===== src/rtl/gpio_bank_pkg.sv =====
package gpio_bank_pkg;
  localparam int GPIO_W  = 32;
  localparam int ADDR_W  = 8;
  localparam int NUM_IRQ = 2;
  localparam int CFG_W   = 5;
  localparam int CTRL_W  = 3;
  localparam int DBT_W   = 8;
  localparam int CHAN_STRIDE = 'h10;

  localparam logic [ADDR_W-1:0] OFS_REV     = 8'h00;
  localparam logic [ADDR_W-1:0] OFS_SYSCFG  = 8'h10;
  localparam logic [ADDR_W-1:0] OFS_SYSSTAT = 8'h14;
  localparam logic [ADDR_W-1:0] OFS_STAT_A  = 8'h18;
  localparam logic [ADDR_W-1:0] OFS_EN_A    = 8'h1C;
  localparam logic [ADDR_W-1:0] OFS_WAKE_EN = 8'h20;
  localparam logic [ADDR_W-1:0] OFS_CTRL    = 8'h30;
  localparam logic [ADDR_W-1:0] OFS_DIR     = 8'h34;
  localparam logic [ADDR_W-1:0] OFS_DIN     = 8'h38;
  localparam logic [ADDR_W-1:0] OFS_DOUT    = 8'h3C;
  localparam logic [ADDR_W-1:0] OFS_LVL_LO  = 8'h40;
  localparam logic [ADDR_W-1:0] OFS_LVL_HI  = 8'h44;
  localparam logic [ADDR_W-1:0] OFS_RISE    = 8'h48;
  localparam logic [ADDR_W-1:0] OFS_FALL    = 8'h4C;
  localparam logic [ADDR_W-1:0] OFS_DB_EN   = 8'h50;
  localparam logic [ADDR_W-1:0] OFS_DB_TIME = 8'h54;
  localparam logic [ADDR_W-1:0] OFS_EN_A_CLR = 8'h60;
  localparam logic [ADDR_W-1:0] OFS_EN_A_SET = 8'h64;
  localparam logic [ADDR_W-1:0] OFS_WK_CLR   = 8'h80;
  localparam logic [ADDR_W-1:0] OFS_WK_SET   = 8'h84;
  localparam logic [ADDR_W-1:0] OFS_DOUT_CLR = 8'h90;
  localparam logic [ADDR_W-1:0] OFS_DOUT_SET = 8'h94;

  localparam logic [CFG_W-1:0]  CFG_KEEP   = 5'h1D;
  localparam int                CFG_SRST   = 1;
  localparam int                CFG_WAKEON = 2;
  localparam logic [CTRL_W-1:0] CTRL_RST   = 3'd2;

  // Per-pin detector hits for one sampled cycle.
  function automatic logic [GPIO_W-1:0] pin_events(
    input logic [GPIO_W-1:0] cur, input logic [GPIO_W-1:0] prev,
    input logic [GPIO_W-1:0] is_in,
    input logic [GPIO_W-1:0] lo, input logic [GPIO_W-1:0] hi,
    input logic [GPIO_W-1:0] rise, input logic [GPIO_W-1:0] fall);
    logic [GPIO_W-1:0] up, down;
    up   = cur & ~prev;
    down = ~cur & prev;
    return is_in & ((rise & up) | (fall & down) | (hi & cur) | (lo & ~cur));
  endfunction

  // Set/clear alias update of a stored mask.
  function automatic logic [GPIO_W-1:0] alias_update(
    input logic [GPIO_W-1:0] cur, input logic [GPIO_W-1:0] wdata,
    input logic do_set, input logic do_clr);
    logic [GPIO_W-1:0] r;
    r = cur;
    if (do_set) r = r | wdata;
    if (do_clr) r = r & ~wdata;
    return r;
  endfunction

  function automatic logic wake_armed(input logic [CFG_W-1:0] cfg);
    return cfg[CFG_WAKEON] && (cfg[4:3] != 2'b00);
  endfunction
endpackage


===== src/rtl/gpio_pin_sense.sv =====
module gpio_pin_sense
  import gpio_bank_pkg::*;
(
  input  logic              clk,
  input  logic              rst_n,
  input  logic [GPIO_W-1:0] pin_in,
  input  logic [GPIO_W-1:0] is_in,
  input  logic [GPIO_W-1:0] lvl_lo,
  input  logic [GPIO_W-1:0] lvl_hi,
  input  logic [GPIO_W-1:0] det_rise,
  input  logic [GPIO_W-1:0] det_fall,
  output logic [GPIO_W-1:0] pin_now,
  output logic [GPIO_W-1:0] events
);
  logic [GPIO_W-1:0] pin_q, pin_prev;

  always_ff @(posedge clk or negedge rst_n) begin
    if (!rst_n) begin
      pin_q    <= '0;
      pin_prev <= '0;
    end else begin
      pin_q    <= pin_in;
      pin_prev <= pin_q;
    end
  end

  assign pin_now = pin_q;
  assign events  = pin_events(pin_q, pin_prev, is_in, lvl_lo, lvl_hi,
                              det_rise, det_fall);
endmodule


===== src/rtl/gpio_irq_chan.sv =====
module gpio_irq_chan
  import gpio_bank_pkg::*;
(
  input  logic              clk,
  input  logic              rst_n,
  input  logic              soft_rst,
  input  logic [GPIO_W-1:0] events,
  input  logic [GPIO_W-1:0] wdata,
  input  logic              wr_status,
  input  logic              wr_enable,
  input  logic              wr_en_set,
  input  logic              wr_en_clr,
  output logic [GPIO_W-1:0] status,
  output logic [GPIO_W-1:0] enable,
  output logic              irq
);
  logic [GPIO_W-1:0] clr_mask;
  assign clr_mask = wr_status ? wdata : '0;

  always_ff @(posedge clk or negedge rst_n) begin
    if (!rst_n) begin
      status <= '0;
      enable <= '0;
    end else if (soft_rst) begin
      status <= '0;
      enable <= '0;
    end else begin
      // A same-cycle event outranks the clear.
      status <= (status & ~clr_mask) | events;
      if (wr_enable) enable <= wdata;
      else           enable <= alias_update(enable, wdata, wr_en_set, wr_en_clr);
    end
  end

  assign irq = |(status & enable);
endmodule


===== src/rtl/gpio_bank.sv =====
module gpio_bank
  import gpio_bank_pkg::*;
#(
  parameter logic [7:0] REVISION = 8'h25
) (
  input  logic              clk,
  input  logic              rst_n,
  input  logic              bus_wr,
  input  logic [ADDR_W-1:0] bus_addr,
  input  logic [GPIO_W-1:0] bus_wdata,
  output logic [GPIO_W-1:0] bus_rdata,
  input  logic [GPIO_W-1:0] pin_in,
  output logic [GPIO_W-1:0] pin_out,
  output logic [GPIO_W-1:0] pin_oe,
  output logic              irq_a,
  output logic              irq_b,
  output logic              wake_req
);
  logic [CFG_W-1:0]  cfg_q;
  logic [CTRL_W-1:0] ctrl_q;
  logic [DBT_W-1:0]  dbt_q;
  logic [GPIO_W-1:0] dir_q, dout_q, lo_q, hi_q, rise_q, fall_q, dben_q, wken_q;
  logic [GPIO_W-1:0] pin_now, ev;
  logic              wake_q;
  logic [NUM_IRQ-1:0][GPIO_W-1:0] chan_status, chan_enable;
  logic [NUM_IRQ-1:0]             chan_irq, wr_stat;

  logic cfg_wr, soft_rst;
  function automatic logic hit(input logic [ADDR_W-1:0] ofs);
    return bus_wr && (bus_addr == ofs);
  endfunction
  assign cfg_wr   = hit(OFS_SYSCFG);
  assign soft_rst = cfg_wr && bus_wdata[CFG_SRST];

  gpio_pin_sense u_sense (
    .clk(clk), .rst_n(rst_n), .pin_in(pin_in), .is_in(dir_q),
    .lvl_lo(lo_q), .lvl_hi(hi_q), .det_rise(rise_q), .det_fall(fall_q),
    .pin_now(pin_now), .events(ev)
  );

  for (genvar c = 0; c < NUM_IRQ; c++) begin : g_chan
    localparam logic [ADDR_W-1:0] SH = ADDR_W'(c * CHAN_STRIDE);
    assign wr_stat[c] = hit(OFS_STAT_A + SH);
    gpio_irq_chan u_chan (
      .clk(clk), .rst_n(rst_n), .soft_rst(soft_rst), .events(ev),
      .wdata(bus_wdata), .wr_status(wr_stat[c]),
      .wr_enable(hit(OFS_EN_A + SH)),
      .wr_en_set(hit(OFS_EN_A_SET + SH)),
      .wr_en_clr(hit(OFS_EN_A_CLR + SH)),
      .status(chan_status[c]), .enable(chan_enable[c]), .irq(chan_irq[c])
    );
  end

  always_ff @(posedge clk or negedge rst_n) begin
    if (!rst_n) begin
      cfg_q <= '0; ctrl_q <= CTRL_RST; dbt_q <= '0;
      dir_q <= '1; dout_q <= '0; lo_q <= '0; hi_q <= '0;
      rise_q <= '0; fall_q <= '0; dben_q <= '0; wken_q <= '0;
      wake_q <= 1'b0;
    end else if (soft_rst) begin
      cfg_q <= bus_wdata[CFG_W-1:0] & CFG_KEEP;
      ctrl_q <= CTRL_RST; dbt_q <= '0; dir_q <= '1;
      lo_q <= '0; hi_q <= '0; rise_q <= '0; fall_q <= '0;
      dben_q <= '0; wken_q <= '0; wake_q <= 1'b0;
    end else begin
      if (cfg_wr)           cfg_q  <= bus_wdata[CFG_W-1:0] & CFG_KEEP;
      if (hit(OFS_CTRL))    ctrl_q <= bus_wdata[CTRL_W-1:0];
      if (hit(OFS_DIR))     dir_q  <= bus_wdata;
      if (hit(OFS_LVL_LO))  lo_q   <= bus_wdata;
      if (hit(OFS_LVL_HI))  hi_q   <= bus_wdata;
      if (hit(OFS_RISE))    rise_q <= bus_wdata;
      if (hit(OFS_FALL))    fall_q <= bus_wdata;
      if (hit(OFS_DB_EN))   dben_q <= bus_wdata;
      if (hit(OFS_DB_TIME)) dbt_q  <= bus_wdata[DBT_W-1:0];
      if (hit(OFS_DOUT)) dout_q <= bus_wdata;
      else dout_q <= alias_update(dout_q, bus_wdata, hit(OFS_DOUT_SET), hit(OFS_DOUT_CLR));
      if (hit(OFS_WAKE_EN)) wken_q <= bus_wdata;
      else wken_q <= alias_update(wken_q, bus_wdata, hit(OFS_WK_SET), hit(OFS_WK_CLR));
      if (cfg_wr)
        wake_q <= 1'b0;
      else if (wake_armed(cfg_q) && |(ev & wken_q))
        wake_q <= 1'b1;
    end
  end

  always_comb begin
    bus_rdata = '0;
    case (bus_addr)
      OFS_REV:                              bus_rdata = GPIO_W'(REVISION);
      OFS_SYSCFG:                           bus_rdata = GPIO_W'(cfg_q);
      OFS_SYSSTAT:                          bus_rdata = GPIO_W'(1);
      OFS_STAT_A:                           bus_rdata = chan_status[0];
      OFS_STAT_A + 8'h10:                   bus_rdata = chan_status[1];
      OFS_EN_A, OFS_EN_A_CLR, OFS_EN_A_SET: bus_rdata = chan_enable[0];
      OFS_EN_A + 8'h10, OFS_EN_A_CLR + 8'h10,
      OFS_EN_A_SET + 8'h10:                 bus_rdata = chan_enable[1];
      OFS_WAKE_EN, OFS_WK_CLR, OFS_WK_SET:  bus_rdata = wken_q;
      OFS_CTRL:                             bus_rdata = GPIO_W'(ctrl_q);
      OFS_DIR:                              bus_rdata = dir_q;
      OFS_DIN:                              bus_rdata = pin_now;
      OFS_DOUT, OFS_DOUT_CLR, OFS_DOUT_SET: bus_rdata = dout_q;
      OFS_LVL_LO:                           bus_rdata = lo_q;
      OFS_LVL_HI:                           bus_rdata = hi_q;
      OFS_RISE:                             bus_rdata = rise_q;
      OFS_FALL:                             bus_rdata = fall_q;
      OFS_DB_EN:                            bus_rdata = dben_q;
      OFS_DB_TIME:                          bus_rdata = GPIO_W'(dbt_q);
      default:                              bus_rdata = '0;
    endcase
  end

  assign pin_out  = dout_q;
  assign pin_oe   = ~dir_q;
  assign irq_a    = chan_irq[0];
  assign irq_b    = chan_irq[1];
  assign wake_req = wake_q;
endmodule


===== config.mk =====
export PLATFORM = sky130hd
export DESIGN_NAME = gpio_bank
export DESIGN_NICKNAME = d
export VERILOG_FILES = /design/src/rtl/gpio_bank_pkg.sv /design/src/rtl/gpio_pin_sense.sv /design/src/rtl/gpio_irq_chan.sv /design/src/rtl/gpio_bank.sv
export SDC_FILE = /design/constraint.sdc
export NUM_CORES = 1
export LEC_CHECK = 0
export BUFFER_PORTS_ARGS = -buffer_cell sky130_fd_sc_hd__buf_2
export CAP_MARGIN = 20
export CORE_UTILIZATION = 23
export DETAILED_ROUTE_END_ITERATION = 6
export GPL_TIMING_DRIVEN = 0
export SLEW_MARGIN = 15
export SYNTH_ARGS = -nofsm -noshare
export SYNTH_HDL_FRONTEND = slang
export SYNTH_SLANG_ARGS = --single-unit

===== constraint.sdc =====
create_clock -name clk -period 5.5 [get_ports clk]
set_input_delay 1.1 -clock clk [delete_from_list [all_inputs] [get_ports clk]]
set_output_delay 1.1 -clock clk [all_outputs]
set_load 0.03 [all_outputs]

Word-level counts from Yosys, hierarchy flattened

Index checks and enable logic that the tools add are counted.

Register bits: 465
Output and inout port bits: 99
Word-level logic and storage cells: 168

Eq/ne operators: 25
Muxes and demuxes: 49
Bitwise gates (word level): 31
Reduce and logical (&&, ||, !) cells: 45

Operator list:

| cell               | number |
|---|---|
| $mux 32            | 39 |
| $pmux 32 s18       | 1 |
| $and 32x32->32     | 16 |
| $or 32x32->32      | 9 |
| $not 32->32        | 6 |
| $reduce_or 32->1   | 3 |
| $eq 8x7->1 const B | 10 |
| $eq 8x6->1 const B | 7 |
| $eq 8x5->1 const B | 4 |
| $eq 8x8->1 const B | 4 |
| $logic_and 1x1->1  | 26 |
| $reduce_bool 2->1  | 10 |
| $mux 8             | 2 |
| $reduce_or 3->1    | 4 |
| $mux 5             | 2 |
| $logic_not 8->1    | 1 |
| $mux 3             | 2 |
| $mux 1             | 3 |
| $reduce_bool 3->1  | 1 |

Longest topological paths before layout

Gate-level depths: netlist of the first run.

Word-level depth: 13
Depth in mapped cells: 9

By module

Synthesis of the first run repeated with hierarchy kept, for this count alone.

Cell total of the unflattened synthesis: 2596
Area, all modules: 23576.4 µm²

By module, submodules not included:

| module         | times used | cells an instance | area an instance (µm²) | seq. area each (µm²) |
|---|---|---|---|---|
| gpio_bank      | 1          | 1740              | 15190.8                | 6847.8 |
| gpio_irq_chan  | 2          | 332               | 2931.6                 | 1601.5 |
| gpio_pin_sense | 1          | 192               | 2522.4                 | 1601.5 |

Worst setup path before layout of the first run

No wires, ideal clock.

Path type: input port to output port
From: input port bus_addr[2]
To: output port bus_rdata[8]
Arrival: 2818 ps
Required time: 4400 ps
Setup slack: 1582 ps
Stages on the path: 7
Buffers on the path: 3
Cell sequence: buf_4 > or3b_1 > a2111oi_4 > buf_2 > buf_2 > a221oi_1 > nand4_1

Cells in the longest elaborated chain, start to end: 3

RTL lines:

| item                                     | line            | text |
|---|---|---|
| start: declaration                       | gpio_bank.sv:9  | `input logic [ADDR_W-1:0] bus_addr,` |
| $eq 8x6->1, or another cell as far along | gpio_bank.sv:88 | `case (bus_addr)` |
| $reduce_or 3->1                          | gpio_bank.sv:88 |  |
| $pmux 32 s18 (*)                         | gpio_bank.sv:88 |  |
| end: declaration                         | gpio_bank.sv:11 | `output logic [GPIO_W-1:0] bus_rdata,` |

Mark *: on every way between the ends. The rest lies on a longest branch, timed or not.

Final worst setup path of the first run

From: input port bus_addr[3]
To: output port bus_rdata[10]

Same word-level chain as after synthesis.

==> impl_metrics.toml, run 1 <==
[place]
place_ws_ps = -156
dp_hpwl_um = 98300
dpl-instance-area_um2 = 25800
port-buffer-count = 163
place_congestion = 1.07

[synth]
synth_nets = 2644
synthesis.area_um2 = 23100
synthTopCellsByArea = "dfrtp_1, nand2_1, a21oi_1, dfstp_2, a22oi_1"
synth_edf_count = 0
yosys.area.top_type_share_pct = 46.6
syn_inst = 2569
async_flop_share_pct = 100
yosysSeqAreaShare_pct = 50.3
synth_flop_cell = "dfrtp_1"
avgSynthCellArea_um2 = 9.01
synth_cell_types = 75
yosys.area.top_type = "dfrtp_1"
ys_warn_count = 0
ys_seq_elements = 464

[clocking]
cts_root_buffer = "clkbuf_16"
cts_max_level = 2
clkLatencyLatePin_ps = 630
cts.sinks = 464
clockBufferDepth = 3
cts_tree = "built"
numCtsBuffers = 55
clk_pin_slew_ps = 60

[pwr]
vdd_drop_max_v = 0.000237
total_power_mw = 8.35
p_leak_nw = 11.2
powerDensity_nw_per_um2 = 302

[die]
io_pins = 174
fp.dieArea_um2 = 102000
initial_utilization_pct = 23.4
core_area_um2 = 99000
rows = 115
fp.dieH_um = 319
die_w_um = 319

[timing]
finalCritPeriodShare_pct = 102
final.min_clock_period_ps = 5610
final-setup-viol-count = 11
setup_tns_ps = -669
hold_ws_ps = 426
final.setup.worst_slack_ps = -108
max_freq_mhz = 178
final-hold-violation-count = 0
rsz0062_at_grt = "no"
tightestPinTransition_ps = 1250
clock_skew_ps = 29.9
finalMaxSlewViolations = 0
max-slew-margin-rel_pct = 17.0

[finish]
final_cell_area_um2 = 27700
mostFrequentLayoutCells = "nand2_1, dfrtp_1, a21oi_1"
fin_nets = 2876
final_common_cell = "nand2_1"
fillers = 10608
layout-area-overhead-vs-synth_pct = 19.6
drive_above_1_share_pct = 15.1

[setup_path]
worstSetupStartpointType = "primary input"
worstSetupPathType = "in -> out"
arrival_ps = 4510
crit_path_end_kind = "output port"
crit_fanout = 10
cp_data_required_time_ps = 4400

[grt]
grt_pass1_wl_um = 177000
grt_max_degree = 93
grtUsageTotal_pct = 24.6
antenna_found_initial = 6
grt_pass1_vias = 22208
overflow = 0

[hold_path]
hold_class = "in -> async"

[route]
top_layer = "met5"
viasPerCell = 5.75
vias = 23787
route.detailed.drc = 3
first_pass_iters = 7
drtAntennaViolNets = 0
routed_wl_um = 129000
wl_met1_um = 49200
wl_per_cell_um = 31.1
route.met3.wl_um = 17100
drt_iter0_drc = 4146
wl_met2_um = 53200

[outcome]
status = "finished, violations left"
violations = "design-rule violations, negative setup slack"

[run]
cap_violations = 0
critical path, stage by stage:
cell      delay (ps)
buf_2            120
buf_2            180
nor4_4           690
nand2_1          350
nor2_1           230
clkbuf_1         940
a222oi_1         360
nand4_1          280
buf_2            250
report_power, final:
group          internal, mW  leakage [nW]  switching [mW]
clock network          2.11         0.876            1.58
logic                 0.249          4.52           0.625
registers              3.59          5.83           0.204
total                  5.95          11.2            2.40
final timing paths:
check                                    start                          to  slack, ps  depth (start not counted)
setup / recovery                   bus_addr[3]               bus_rdata[10]       -110                          9
min in group clk           u_sense.pin_now[26]        u_sense.pin_prev[26]        460                          0
hold reg to reg            u_sense.pin_now[26]        u_sense.pin_prev[26]        460                          0
setup reg to reg                      dir_q[4]                    wake_req       3190                          6
max in group asynchronous                rst_n  g_chan[0].u_chan.enable[2]       3390                          4
hold / removal                           rst_n         u_sense.pin_now[28]        430                          1
synth_stat cells, types with 4 or more instances:
library cell  instances
nor2_1              140
a221oi_1             29
a32oi_1              34
buf_6                 4
mux2i_1              26
o22a_1                4
nand2_1             564
a22o_1               55
nand4_1              16
o21ai_0             115
a222oi_1             26
mux4_2                7
a311oi_1             30
nor2b_1               9
a21oi_1             312
a221o_1               8
o22ai_1               8
o21ai_1              10
or3_1                 4
and2_1                6
nor3_1                6
mux2_2                4
and3_1               10
dfrtp_1             431
nand2b_1             35
buf_2                73
a22oi_1             106
o211ai_1             31
clkbuf_1            132
a211oi_1             96
dfstp_2              33
buf_4                11
buf_1                15
nand3_1              49
inv_1                68
logic make-up (layout without fill, tap and decap cells):
logic type             Yosys count  after routing  synth area share [%]
AOI/OAI and AO/OA              892            892                  25.7
and+or+nand+nor                873            873                  16.4
DFF                            464            464                  50.3
buffers and inverters          303            580                  5.62
muxes                           37             37                  2.00
other                            0              3                     0
flip-flops by register name (all words and copies together), names as in the netlist, 32 cells and up, named ones only:
register / flops
rise_q: 32
g_chan.u_chan.enable: 64
g_chan.u_chan.status: 64
wken_q: 32
hi_q: 32
fall_q: 32
u_sense.pin_prev: 32
dir_q: 32
u_sense.pin_now: 32
dben_q: 32
lo_q: 32
stage by stage:
step / cells / util (%)
detailed placement: 4030 / 26.1
global placement: 4019 / 25.8
global route: 4134 / 27.9
finish: 4136 / 28.0
floorplan: 2569 / -
CTS: 4132 / 27.9
layer usage:
metal / vias up / track usage, %
met1: 11822 / 32.4
met3: 403 / 7.35
met4: 6 / 14.4
met5: - / 0
met2: 1838 / 35.4
li1: 9718 / -
repair_timing:
| item | CTS | global route |
|---|---|---|
| resized for setup | 3 | 8 |
| setup endpoints to repair | 2 | 8 |
| buffers inserted | 0 | 0 |
| pin swaps | 0 | 1 |
| hold buffers | 0 | 0 |
layout make-up:
| type | count | area [um^2] | area share, % |
|---|---|---|---|
| multi-input combinational | 1802 | 10300 | 37.1 |
| clock inverter | 14 | 87.6 | 0.317 |
| timing repair buffer | 175 | 1020 | 3.69 |
| inverter | 68 | 255 | 0.922 |
| sequential | 464 | 11700 | 42.1 |
| buffer | 235 | 1060 | 3.83 |
| antenna | 3 | 7.51 | 0.0271 |
| clock buffer | 88 | 1700 | 6.15 |
| tap | 1287 | 1610 | 5.82 |
Note: power is estimated with default switching activity, not from simulation.
==> run 2: changes to the inputs <==
--- a/config.mk
+++ b/config.mk
@@ -5,8 +5,10 @@
 export SDC_FILE = /design/constraint.sdc
 export NUM_CORES = 1
 export LEC_CHECK = 0
+export ABC_AREA = 1
 export BUFFER_PORTS_ARGS = -buffer_cell sky130_fd_sc_hd__buf_2
-export CAP_MARGIN = 20
+export CAP_MARGIN = 30
+export CORE_ASPECT_RATIO = 1.25
 export CORE_UTILIZATION = 23
 export DETAILED_ROUTE_END_ITERATION = 6
 export GPL_TIMING_DRIVEN = 0
==> run 2 against run 1 <==
- critical path depth rose by 3
- largest power group unchanged
- highest routed layer unchanged
- wire length fell by 9.8%
- combinational power rose by 20%
- the flow now finishes without violations
==> impl_metrics.toml, run 2 <==
[outcome]
status = "finished, final reports clean"

[timing]
tightestPinTransition_ps = 1130
final.min_clock_period_ps = 5340
final-setup-viol-count = 0
finalMaxSlewViolations = 0
clock_skew_ps = 20.5
max_freq_mhz = 187
final-hold-violation-count = 0
rsz0062_at_grt = "no"
hold_ws_ps = 348
finalCritPeriodShare_pct = 97.1
max-slew-margin-rel_pct = 24.6

[setup_path]
crit_fanout = 10
regToRegSetupSlack_ps = 3680
r2r_start = "u_sense.pin_now[7]"
reg2reg_to = "wake_req"
worstSetupStartpointType = "primary input"
crit_path_end_kind = "output port"
worstSetupPathType = "in -> out"
arrival_ps = 4240
cp_data_required_time_ps = 4400
r2r_cells = 10

[finish]
final_cell_area_um2 = 27200
fillers = 10769
mostFrequentLayoutCells = "nand2_1, dfrtp_1, o21ai_0"
top_regs = "g_chan.u_chan.enable: 64 flops, g_chan.u_chan.status: 64 flops"
drive_above_1_share_pct = 14.0
layout-area-overhead-vs-synth_pct = 20.3
fin_nets = 3068
fin_cells = 4342
final_common_cell = "nand2_1"

[clocking]
cts_setup_buffers = 0
cts_tree = "built"
ctsResizeCount = 0
clockBufferDepth = 3
numCtsBuffers = 50
cts_max_level = 2
clkLatencyLatePin_ps = 640
hold_buffers = 0
clk_pin_slew_ps = 70
cts.sinks = 464
cts_root_buffer = "clkbuf_16"

[grt]
grtUsageTotal_pct = 22.8
grt_max_degree = 99
overflow = 0
antenna_found_initial = 15
grt_pass1_vias = 22054
grt_pass1_wl_um = 162000

[die]
io_pins = 174
initial_utilization_pct = 23.2
fp.dieH_um = 353
core_area_um2 = 97400
fp.dieArea_um2 = 99600
rows = 128
die_w_um = 282

[synth]
synthTopCellsByCount = "nand2_1, dfrtp_1, o21ai_0"
yosysMostFrequentCell = "nand2_1"
ys_seq_elements = 464
avgSynthCellArea_um2 = 8.21
synth_flop_cell = "dfrtp_1"
synthesis.area_um2 = 22600
synth_nets = 2827
yosysSeqAreaShare_pct = 51.5
syn_inst = 2752
ys_warn_count = 0
yosys.area.top_type = "dfrtp_1"
synth_cell_types = 41
async_flop_share_pct = 100
synth_edf_count = 0
yosys.area.top_type_share_pct = 47.7
synthTopCellsByArea = "dfrtp_1, nand2_1, o21ai_0, a21oi_1, inv_1"

[pwr]
p_leak_nw = 12.5
powerDensity_nw_per_um2 = 321
vdd_drop_max_v = 0.000229
total_power_mw = 8.74

[route]
wl_per_cell_um = 26.7
first_pass_iters = 6
vias = 23245
drt_iter0_drc = 2945
viasPerCell = 5.35
drtAntennaViolNets = 0
wl_met1_um = 44400
routed_wl_um = 116000
route.detailed.drc = 0
top_layer = "met5"
wl_met2_um = 51300
route.met3.wl_um = 11900

[place]
dpl-instance-area_um2 = 25400
place_congestion = 1.03
port-buffer-count = 173
dp_hpwl_um = 83600
placed_cells = 4240

[hold_path]
hold_class = "in -> async"

[run]
cap_violations = 0
==> run 2: cell types whose count changed in the layout (fill, tap and decap cells not counted), moves of 45 or more <==
cell,before,now
nand3_1,49,98
a22oi_1,106,3
o21bai_1,0,45
inv_1,68,236
a22o_1,55,10
clkbuf_1,145,81
a21oi_1,312,215
nand2_1,564,743
o21ai_1,10,85
o21ai_0,115,267
==> run 2: kinds of logic (layout without fill, tap and decap cells) <==
group | Yosys count | count (layout) | synth area share, %
and+or+nand+nor | 1044 | 1044 | 19.2
AOI/OAI and AO/OA | 842 | 842 | 21.9
DFF | 464 | 464 | 51.5
buffers and inverters | 402 | 685 | 7.34
other | 0 | 7 | 0
==> run 2: worst max-delay path: stages <==
cell and delay [ps]:
buf_2 110, nor2_2 240, nand2_2 200, nor2_8 240
nand2_2 430, inv_2 520, buf_2 590, nand2_1 100
nand3_1 90, nor2_1 100, nand4_1 250, buf_2 260
==> run 2: per-stage QoR <==
step / setup slack [ps] / setup TNS (ps) / util, %
final: 159 / 0 / 27.9
after global routing: 183 / 0 / 27.9
after CTS: 275 / 0 / 27.9
after detailed placement: 287 / 0 / 26.1
after global placement: -6740 / -2975790 / 25.8
after floorplan: 1940 / 0 / -
==> run 2: cell type report <==
class	instances	area, um^2	share of cell area, %
diodes	7	17.5	0.0644
plain buffers	147	706	2.60
clock buffers	75	1470	5.39
clock inverters	19	307	1.13
inverters	255	957	3.52
multi-input cells	1886	9290	34.2
flip-flops and latches	464	11700	42.9
well taps	1300	1630	5.98
repair buffers	189	1160	4.27
==> run 2: report_power, final <==
part / total [mW] / internal, mW / switching [mW]
clock network: 3.75 / 2.18 / 1.56
registers: 3.93 / 3.70 / 0.232
logic: 1.05 / 0.313 / 0.742
==> run 2: worst max-delay path by stage <==
stage                      from                   to  slack, ps  cells after the start
floorplan           bus_addr[1]        bus_rdata[13]       1940                     11
global placement          rst_n  u_sense.pin_now[17]      -6740                      1
detailed placement  bus_addr[1]        bus_rdata[13]        290                     12
CTS                 bus_addr[1]        bus_rdata[13]        270                     12
global route        bus_addr[1]        bus_rdata[13]        180                     12
finish              bus_addr[1]        bus_rdata[13]        160                     12
==> run 2: metal layers <==
| metal | vias to the layer above | global-route usage (%) |
|---|---|---|
| li1 | 9875 | - |
| met1 | 11499 | 28.1 |
| met2 | 1448 | 35.1 |
| met3 | 407 | 6.31 |
| met4 | 16 | 13.8 |
| met5 | - | 0 |
